### src/rtl/rmii_rx_pkg.sv
package rmii_rx_pkg;

   // Alignment phases of the receive hunt machine.
   typedef enum logic [1:0] {
      ST_HUNT = 2'd0,
      ST_PRE  = 2'd1,
      ST_BODY = 2'd2
   } align_st_e;

endpackage

### src/rtl/rmii_rx_sampler.sv
// Input capture: optional register stage, then masking of data and error
// while the carrier strobe is low.
module rmii_rx_sampler #(
   parameter int unsigned LANE_W = 2,
   parameter bit          IN_REG = 1'b1
) (
   input  logic              clk_i,
   input  logic              rst_ni,
   input  logic              crs_dv_i,
   input  logic [LANE_W-1:0] rxd_i,
   input  logic              rx_er_i,
   output logic              crs_o,
   output logic [LANE_W-1:0] lane_o,
   output logic              er_o
);

   logic              crs_s;
   logic [LANE_W-1:0] rxd_s;
   logic              er_s;

   generate
      if (IN_REG) begin : g_reg
         always_ff @(posedge clk_i) begin
            if (!rst_ni) begin
               crs_s <= 1'b0;
               rxd_s <= '0;
               er_s  <= 1'b0;
            end else begin
               crs_s <= crs_dv_i;
               rxd_s <= rxd_i;
               er_s  <= rx_er_i;
            end
         end
      end else begin : g_thru
         assign crs_s = crs_dv_i;
         assign rxd_s = rxd_i;
         assign er_s  = rx_er_i;
      end
   endgenerate

   // Data and error are only meaningful under carrier.
   assign crs_o  = crs_s;
   assign lane_o = crs_s ? rxd_s : '0;
   assign er_o   = crs_s & er_s;

endmodule

### src/rtl/rmii_rx_aligner.sv
// Hunts for the preamble/delimiter pair and qualifies body di-bits.
module rmii_rx_aligner
   import rmii_rx_pkg::*;
#(
   parameter int unsigned       LANE_W   = 2,
   parameter logic [LANE_W-1:0] PRE_CODE = 2'b01,
   parameter logic [LANE_W-1:0] SFD_CODE = 2'b11
) (
   input  logic              clk_i,
   input  logic              rst_ni,
   input  logic              crs_i,
   input  logic [LANE_W-1:0] lane_i,
   output logic              lane_vld_o,
   output logic              frame_end_o
);

   align_st_e st_q, st_d;

   always_comb begin
      st_d = st_q;
      if (!crs_i) begin
         st_d = ST_HUNT;
      end else begin
         unique case (st_q)
            ST_HUNT: if (lane_i == PRE_CODE) st_d = ST_PRE;
            ST_PRE: begin
               if (lane_i == SFD_CODE)      st_d = ST_BODY;
               else if (lane_i != PRE_CODE) st_d = ST_HUNT;
            end
            ST_BODY: st_d = ST_BODY;
            default: st_d = ST_HUNT;
         endcase
      end
   end

   always_ff @(posedge clk_i) begin
      if (!rst_ni) st_q <= ST_HUNT;
      else         st_q <= st_d;
   end

   assign lane_vld_o  = crs_i  && (st_q == ST_BODY);
   assign frame_end_o = !crs_i && (st_q == ST_BODY);

endmodule

### src/rtl/rmii_rx_errflag.sv
// Sticky per-frame symbol-error flag, cleared while carrier is absent.
module rmii_rx_errflag (
   input  logic clk_i,
   input  logic rst_ni,
   input  logic crs_i,
   input  logic er_i,
   output logic seen_o
);

   logic seen_q;

   always_ff @(posedge clk_i) begin
      if (!rst_ni)     seen_q <= 1'b0;
      else if (!crs_i) seen_q <= 1'b0;
      else if (er_i)   seen_q <= 1'b1;
   end

   assign seen_o = seen_q;

endmodule

### src/rtl/rmii_rx_packer.sv
// Packs qualified di-bits LSB-first into bytes, keeps one finished byte in
// reserve so the final byte can be tagged last with frame status.
module rmii_rx_packer #(
   parameter int unsigned LANE_W = 2,
   parameter int unsigned DATA_W = 8
) (
   input  logic              clk_i,
   input  logic              rst_ni,
   input  logic              lane_vld_i,
   input  logic [LANE_W-1:0] lane_i,
   input  logic              frame_end_i,
   input  logic              err_seen_i,
   output logic              byte_valid_o,
   output logic [DATA_W-1:0] byte_data_o,
   output logic              byte_last_o,
   output logic              frame_err_o,
   output logic              align_err_o
);

   localparam int unsigned LANES = DATA_W / LANE_W;
   localparam int unsigned CNT_W = (LANES > 2) ? $clog2(LANES) : 1;
   localparam logic [CNT_W-1:0] CNT_TOP = CNT_W'(LANES - 1);

   logic [CNT_W-1:0]  cnt_q;
   logic [DATA_W-1:0] acc_q;
   logic [DATA_W-1:0] acc_nxt;
   logic [DATA_W-1:0] hold_q;
   logic              hold_vld_q;
   logic              byte_done;

   assign acc_nxt   = {lane_i, acc_q[DATA_W-1:LANE_W]};
   assign byte_done = lane_vld_i && (cnt_q == CNT_TOP);

   always_ff @(posedge clk_i) begin
      if (!rst_ni) begin
         cnt_q        <= '0;
         acc_q        <= '0;
         hold_q       <= '0;
         hold_vld_q   <= 1'b0;
         byte_valid_o <= 1'b0;
         byte_data_o  <= '0;
         byte_last_o  <= 1'b0;
         frame_err_o  <= 1'b0;
         align_err_o  <= 1'b0;
      end else begin
         byte_valid_o <= 1'b0;
         byte_last_o  <= 1'b0;
         frame_err_o  <= 1'b0;
         align_err_o  <= 1'b0;
         if (lane_vld_i) begin
            acc_q <= acc_nxt;
            if (byte_done) begin
               cnt_q      <= '0;
               hold_q     <= acc_nxt;
               hold_vld_q <= 1'b1;
               if (hold_vld_q) begin
                  byte_valid_o <= 1'b1;
                  byte_data_o  <= hold_q;
               end
            end else begin
               cnt_q <= cnt_q + 1'b1;
            end
         end
         if (frame_end_i) begin
            cnt_q      <= '0;
            hold_vld_q <= 1'b0;
            if (hold_vld_q) begin
               byte_valid_o <= 1'b1;
               byte_data_o  <= hold_q;
               byte_last_o  <= 1'b1;
               frame_err_o  <= err_seen_i;
               align_err_o  <= (cnt_q != '0);
            end
         end
      end
   end

endmodule

### src/rtl/rmii_rx_deser.sv
module rmii_rx_deser #(
   parameter int unsigned       LANE_W   = 2,
   parameter int unsigned       DATA_W   = 8,
   parameter bit                IN_REG   = 1'b1,
   parameter logic [LANE_W-1:0] PRE_CODE = 2'b01,
   parameter logic [LANE_W-1:0] SFD_CODE = 2'b11
) (
   input  logic              clk_i,
   input  logic              rst_ni,
   input  logic              crs_dv_i,
   input  logic [LANE_W-1:0] rxd_i,
   input  logic              rx_er_i,
   output logic              byte_valid_o,
   output logic [DATA_W-1:0] byte_data_o,
   output logic              byte_last_o,
   output logic              frame_err_o,
   output logic              align_err_o
);

   localparam int unsigned LANES = DATA_W / LANE_W;

   generate
      if ((DATA_W % LANE_W) != 0) begin : g_bad_ratio
         $error("DATA_W must be a multiple of LANE_W");
      end
      if (LANES < 2) begin : g_bad_lanes
         $error("DATA_W must hold at least two lanes");
      end
      if (PRE_CODE == SFD_CODE) begin : g_bad_codes
         $error("preamble and delimiter codes must differ");
      end
   endgenerate

   logic              crs_w;
   logic [LANE_W-1:0] lane_w;
   logic              er_w;
   logic              lane_vld_w;
   logic              frame_end_w;
   logic              err_seen_w;

   rmii_rx_sampler #(.LANE_W(LANE_W), .IN_REG(IN_REG)) u_smp (
      .clk_i   (clk_i),
      .rst_ni  (rst_ni),
      .crs_dv_i(crs_dv_i),
      .rxd_i   (rxd_i),
      .rx_er_i (rx_er_i),
      .crs_o   (crs_w),
      .lane_o  (lane_w),
      .er_o    (er_w)
   );

   rmii_rx_aligner #(.LANE_W(LANE_W), .PRE_CODE(PRE_CODE), .SFD_CODE(SFD_CODE)) u_aln (
      .clk_i      (clk_i),
      .rst_ni     (rst_ni),
      .crs_i      (crs_w),
      .lane_i     (lane_w),
      .lane_vld_o (lane_vld_w),
      .frame_end_o(frame_end_w)
   );

   rmii_rx_errflag u_err (
      .clk_i (clk_i),
      .rst_ni(rst_ni),
      .crs_i (crs_w),
      .er_i  (er_w),
      .seen_o(err_seen_w)
   );

   rmii_rx_packer #(.LANE_W(LANE_W), .DATA_W(DATA_W)) u_pack (
      .clk_i       (clk_i),
      .rst_ni      (rst_ni),
      .lane_vld_i  (lane_vld_w),
      .lane_i      (lane_w),
      .frame_end_i (frame_end_w),
      .err_seen_i  (err_seen_w),
      .byte_valid_o(byte_valid_o),
      .byte_data_o (byte_data_o),
      .byte_last_o (byte_last_o),
      .frame_err_o (frame_err_o),
      .align_err_o (align_err_o)
   );

endmodule

### config.mk
export PLATFORM = sky130hd
export DESIGN_NAME = rmii_rx_deser
export DESIGN_NICKNAME = d
export VERILOG_FILES = /design/src/rtl/rmii_rx_pkg.sv /design/src/rtl/rmii_rx_sampler.sv /design/src/rtl/rmii_rx_aligner.sv /design/src/rtl/rmii_rx_errflag.sv /design/src/rtl/rmii_rx_packer.sv /design/src/rtl/rmii_rx_deser.sv
export SDC_FILE = /design/constraint.sdc
export NUM_CORES = 1
export LEC_CHECK = 0
export ABC_CLOCK_PERIOD_IN_PS = 2100
export BUFFER_PORTS_ARGS = -buffer_cell sky130_fd_sc_hd__buf_2
export CORE_MARGIN = 2
export CORE_UTILIZATION = 55
export DETAILED_ROUTE_END_ITERATION = 10
export HOLD_SLACK_MARGIN = 0.03
export PLACE_DENSITY = 0.74
export SLEW_MARGIN = 20
export SYNTH_ARGS = -nofsm -noshare
export SYNTH_HDL_FRONTEND = slang
export SYNTH_HIERARCHICAL = 1
export SYNTH_SLANG_ARGS = --single-unit
### constraint.sdc
create_clock -name clk_i -period 2.1 [get_ports clk_i]
set_input_delay 0.315 -clock clk_i [delete_from_list [all_inputs] [get_ports clk_i]]
set_output_delay 0.315 -clock clk_i [all_outputs]
set_load 0.005 [all_outputs]
== After elaboration in Yosys (flattened, before gate mapping) ==
Cells that the tools add are included.
Widths: inputs -> output; s select.
Word-level totals
  register bits after elaboration: 38
  input port bits: 6
  output and inout bits: 12
  logic and storage cells: 53
Cells by class
  add/subtract/negate cells: 1
  equal/unequal tests: 8
  muxes and demuxes: 16
  bitwise gates (word level): 2
  reduce and logical (&&, ||, !) cells: 12
Operators by type and width (number)
  $mux 8: 5
  $mux 2: 5
  $reduce_and 2->1: 4
  $eq 2x2->1 const B: 3
  $pmux 2 s3: 1
  $mux 1: 5
  $eq 2x1->1 const B: 2
  $ne 2x1->1 const B: 2
  $logic_and 1x1->1: 3
  $ne 3x1->1 const B: 1
  $reduce_and 3->1: 1
  $add 2x1->2 const B: 1
  $logic_not 2->1: 1
  $reduce_bool 2->1: 1
  $reduce_or 2->1: 1
  $and 1x1->1: 1
  $logic_not 1->1: 1
  $not 1->1: 1

== Longest topological paths before layout ==
  depth in word-level cells: 7
  depth in mapped cells: 8
  mapped depth without buffers: 5

== Hierarchy ==
Netlist, hierarchy kept.
By module, submodules not included
  rmii_rx_packer: times used 1, cells an instance 114, area an instance 1118.6 µm², seq. area each 580.6 µm²
  rmii_rx_sampler: times used 1, cells an instance 11, area an instance 123.9 µm², seq. area each 80.1 µm²
  rmii_rx_aligner: times used 1, cells an instance 10, area an instance 92.6 µm², seq. area each 40.0 µm²
  rmii_rx_errflag: times used 1, cells an instance 2, area an instance 30.0 µm², seq. area each 20.0 µm²

== Worst setup path before layout ==
Ideal clock, no wire load.
  path kind: register -> register
  from: register u_aln.st_q[0]
  to: register u_pack.byte_valid_o
  setup time: 0.116 ns
  arrival time: 1.351 ns
  required time: 1.984 ns
  path slack: 0.633 ns
  stages on the path, launching flop included: 9
  path buffers: 3
  period minus slack after synthesis: 1.467 ns
  cell sequence: dfxtp_1 nand2b_1 nor2_1 buf_6 and2_4 buf_6 o21a_1 buf_6 and2_2
Between the ends
  longest elaborated chain between the ends: 7
  elaborated cells on any way between the ends: 8
  classes of those cells: eq/ne (1); mux (4); reduce/logical (3)
Ends and longest elaborated chain
  start, declared: RTL line rmii_rx_aligner.sv:17  | align_st_e st_q, st_d;
  start signal, assigned: RTL line rmii_rx_aligner.sv:38  | else st_q <= st_d;
  $eq 2x2->1 *: RTL line rmii_rx_aligner.sv:41  | assign lane_vld_o = crs_i && (st_q == ST_BODY);
  $logic_and 1x1->1 *: RTL line rmii_rx_aligner.sv:41
  named net lane_vld_w: RTL line rmii_rx_deser.sv:37  | logic lane_vld_w;
  $logic_and 1x1->1: RTL line rmii_rx_packer.sv:32  | assign byte_done = lane_vld_i && (cnt_q == CNT_TOP);
  $mux 1: RTL line rmii_rx_packer.sv:52  | if (byte_done) begin
  $mux 1 *: RTL line rmii_rx_packer.sv:50  | if (lane_vld_i) begin
  $mux 1: RTL line rmii_rx_packer.sv:67  | if (hold_vld_q) begin
  $mux 1 *: RTL line rmii_rx_packer.sv:64  | if (frame_end_i) begin
  end signal, assigned: RTL line rmii_rx_packer.sv:46  | byte_valid_o <= 1'b0;
  end signal, assigned: RTL line rmii_rx_packer.sv:57  | byte_valid_o <= 1'b1;
  end signal, assigned: RTL line rmii_rx_packer.sv:68  | byte_valid_o <= 1'b1;
  end, declared: RTL line rmii_rx_packer.sv:13  | output logic byte_valid_o,
The timed path passes the listed nets; every way through them passes the cells marked *.
A chain may end at the register's enable or synchronous reset.

== Worst setup path in the final report ==
  from: register u_pack.cnt_q[0]
  to: register u_pack.byte_data_o[7]
Between the ends
  longest elaborated chain between the ends: 6
Ends and longest elaborated chain
  start, declared: RTL line rmii_rx_packer.sv:24  | logic [CNT_W-1:0] cnt_q;
  start signal, assigned: RTL line rmii_rx_packer.sv:61  | cnt_q <= cnt_q + 1'b1;
  $eq 2x2->1 *: RTL line rmii_rx_packer.sv:32
  $logic_and 1x1->1 *: RTL line rmii_rx_packer.sv:32
  $mux 8 *: RTL line rmii_rx_packer.sv:52
  $mux 8 *: RTL line rmii_rx_packer.sv:50
  $mux 8: RTL line rmii_rx_packer.sv:67
  $mux 8 *: RTL line rmii_rx_packer.sv:64
  end signal, assigned: RTL line rmii_rx_packer.sv:58  | byte_data_o <= hold_q;
  end signal, assigned: RTL line rmii_rx_packer.sv:69  | byte_data_o <= hold_q;
  end, declared: RTL line rmii_rx_packer.sv:14  | output logic [DATA_W-1:0] byte_data_o,
Every way passes the cells marked *; elsewhere a longest branch is shown, timed or not.

==> flow_summary.yaml <==
status:
  status: "finished clean"
logic_synthesis:
  muxShareOfSynthArea: 0.117
  synthXorXnorAreaFrac: 0
  synth_fa_ha_area_frac: 0.0183
  synthCells: 137
  syn-num-nets: 145
  avgSynthCellArea_um2: 9.96
  synth_simple_gate_area_frac: 0.226
  synth_compound_area_frac: 0.0605
  yosysSeqAreaShare: 0.528
  yosys_warnings: 6
  syn-cell-area_um2: 1370
  synth_top_family_by_area: "simple AND/OR/NAND/NOR gates"
  synth_cell_types: 22
  ys_ff_latch: 36
placed_design:
  gp_congestion: 0.790
  pre_cts_ws_ns: 0.487
  dp.cells: 179
  hpwl_um: 1570
  io_buffers: 17
pwr:
  p_total_w: 0.00109
  p_leak_nw: 0.573
  power_density_nw_per_um2: 726
  ir_drop_v: 0.000516
finish:
  diodes: 0
  utilization: 0.623
  fin_cells: 187
  area_growth_pct: 9.90
  fill_cells: 225
  drive_above_1_share: 0.191
  nNetsFinal: 164
route:
  wl_um: 2250
  wl_per_cell_um: 12.0
  vias_per_cell: 4.93
  dr.first_iter.drc_count: 6
  drcViolationCount: 0
  first_pass_iters: 4
  postRouteAntennaNets: 0
  num_vias: 921
grt:
  grt_pass1_wl_um: 3800
  grtUsageTotal: 0.191
  grt_max_degree: 40
  antenna_found_initial: 0
  gr-total-overflow: 0
  grt_pass1_vias: 898
flow_run:
  drv_cap: 0
sta:
  slew_violations: 0
  setup_violations: 0
  min_period_ns: 1.65
  worst_pin_slew_ns: 0.550
  min_period_over_period: 0.786
  final_hold_viol_count: 0
  fin_tns_setup_ns: 0
  worst_slack_ns: 0.449
  clock.fmax_mhz: 606
  relSlewSlack: 0.633
  rsz0062_at_grt: "no"
  skew_ns: 0.00751
clocking:
  post_cts_buffers: 0
  cts_buffer_depth: 2
  numCtsBuffers: 5
  htreeDepth: 2
  cts_tree: "yes"
  clkLatencyLatePin_ns: 0.33
  path_clk_slew_ns: 0.10
  clock_sinks: 36
  cts_resized: 0
  cts-root-buf: "clkbuf_4"
  hold_buffers: 0
die:
  fp.dieW_um: 53.8
  fp.dieH_um: 53.8
  start_util: 0.566
  rows: 18
  core-area_um2: 2410
  io-pin-count: 18
  dieArea_um2: 2900
worst_setup_path:
  critPathKind: "register to register"
  crit_arrival_ns: 1.91
  required_ns: 2.36
  start_kind: "register"
  worstRegToRegCells: 4
  cp-end-kind: "register"
  crit_fanout: 10
min_path:
  whs_path_depth: 2
  hold_class: "input pin to register"
synth_stat cells (all sizes together):
master        count  share of area
and2             10          0.049
mux2i            16           0.12
nand2            34          0.095
nor2              7          0.019
nand4b            1         0.0064
nor2b             7          0.032
inv               3         0.0082
a21oi             1         0.0037
a21boi            8          0.044
and3              1         0.0046
dlymetal6s2s      1         0.0092
nand2b            2         0.0092
o211a             1         0.0073
nor4b             1          0.011
dfxtp            36           0.53
buf               5          0.032
ha                2          0.018
o21a              1         0.0055
critical path, stage by stage, from the launching register on:
cell,delay (ns)
dfxtp_1,0.40
ha_1,0.24
and2_4,0.22
o21a_1,0.45
mux2i_1,0.26
cell usage in the layout (no fill, tap or decap):
cell type and n:
nand4b_1 1, clkbuf_4 5, inv_1 3, and2_4 1, nand2b_1 2, a21boi_0 8
and2_1 8, nor2_1 7, ha_1 2, and3_1 1, buf_4 1, a21oi_1 1
o21a_1 1, o211a_1 1, nand2_2 1, dfxtp_1 36, clkbuf_8 1, clkinv_2 2
nand2_1 33, mux2i_1 16, nor4b_2 1, buf_2 17, nor2b_1 7, and2_2 1
per-layer routing:
metal,track usage,vias up,part of all wire
li1,-,477,-
met1,0.217,420,0.46
met2,0.311,19,0.48
met3,0.0778,5,0.044
met4,0.0855,0,0.018
met5,0,-,0
logic make-up after synthesis:
group | Yosys count
adders and majority gates | 2
DFF | 36
and+or+nand+nor | 63
muxes | 16
buffers and inverters | 9
AOI/OAI and AO/OA | 11
stage by stage:
step | hold slack [ns] | cell area [um^2]
final | 0.180 | 1500
after global routing | 0.160 | 1500
after CTS | 0.172 | 1500
after detailed placement | 0.449 | 1440
after global placement | 0.435 | 1440
after floorplan | 0.428 | 1370
worst paths after layout:
| kind | start | end | slack [ns] |
|---|---|---|---|
| worst max register to register | u_pack/cnt_q[0] | u_pack/byte_data_o[7] | 0.45 |
| worst max-delay path | u_pack/cnt_q[0] | u_pack/byte_data_o[7] | 0.45 |
| worst min-delay path | rxd_i[0] | u_smp/rxd_s[0] | 0.18 |
| worst min register to register | u_pack/hold_q[2] | register | 0.47 |
cell type report:
class | count | area (um^2) | area share
inverter | 3 | 11.3 | 0.00751
clock inverter | 2 | 10.0 | 0.00667
timing repair buffer | 18 | 92.6 | 0.0617
multi-input combinational | 92 | 577 | 0.384
clock buffer | 6 | 51.3 | 0.0342
tap | 30 | 37.5 | 0.0250
sequential | 36 | 721 | 0.480
power by group:
part	switching (W)	leakage (nW)	internal, W
Combinational	0.0000134	0.244	0.0000103
Clock	0.000216	0.0380	0.000159
Sequential	0.00000259	0.291	0.000687
Total	0.000232	0.573	0.000856
Note: power is estimated with default switching activity, not from simulation.
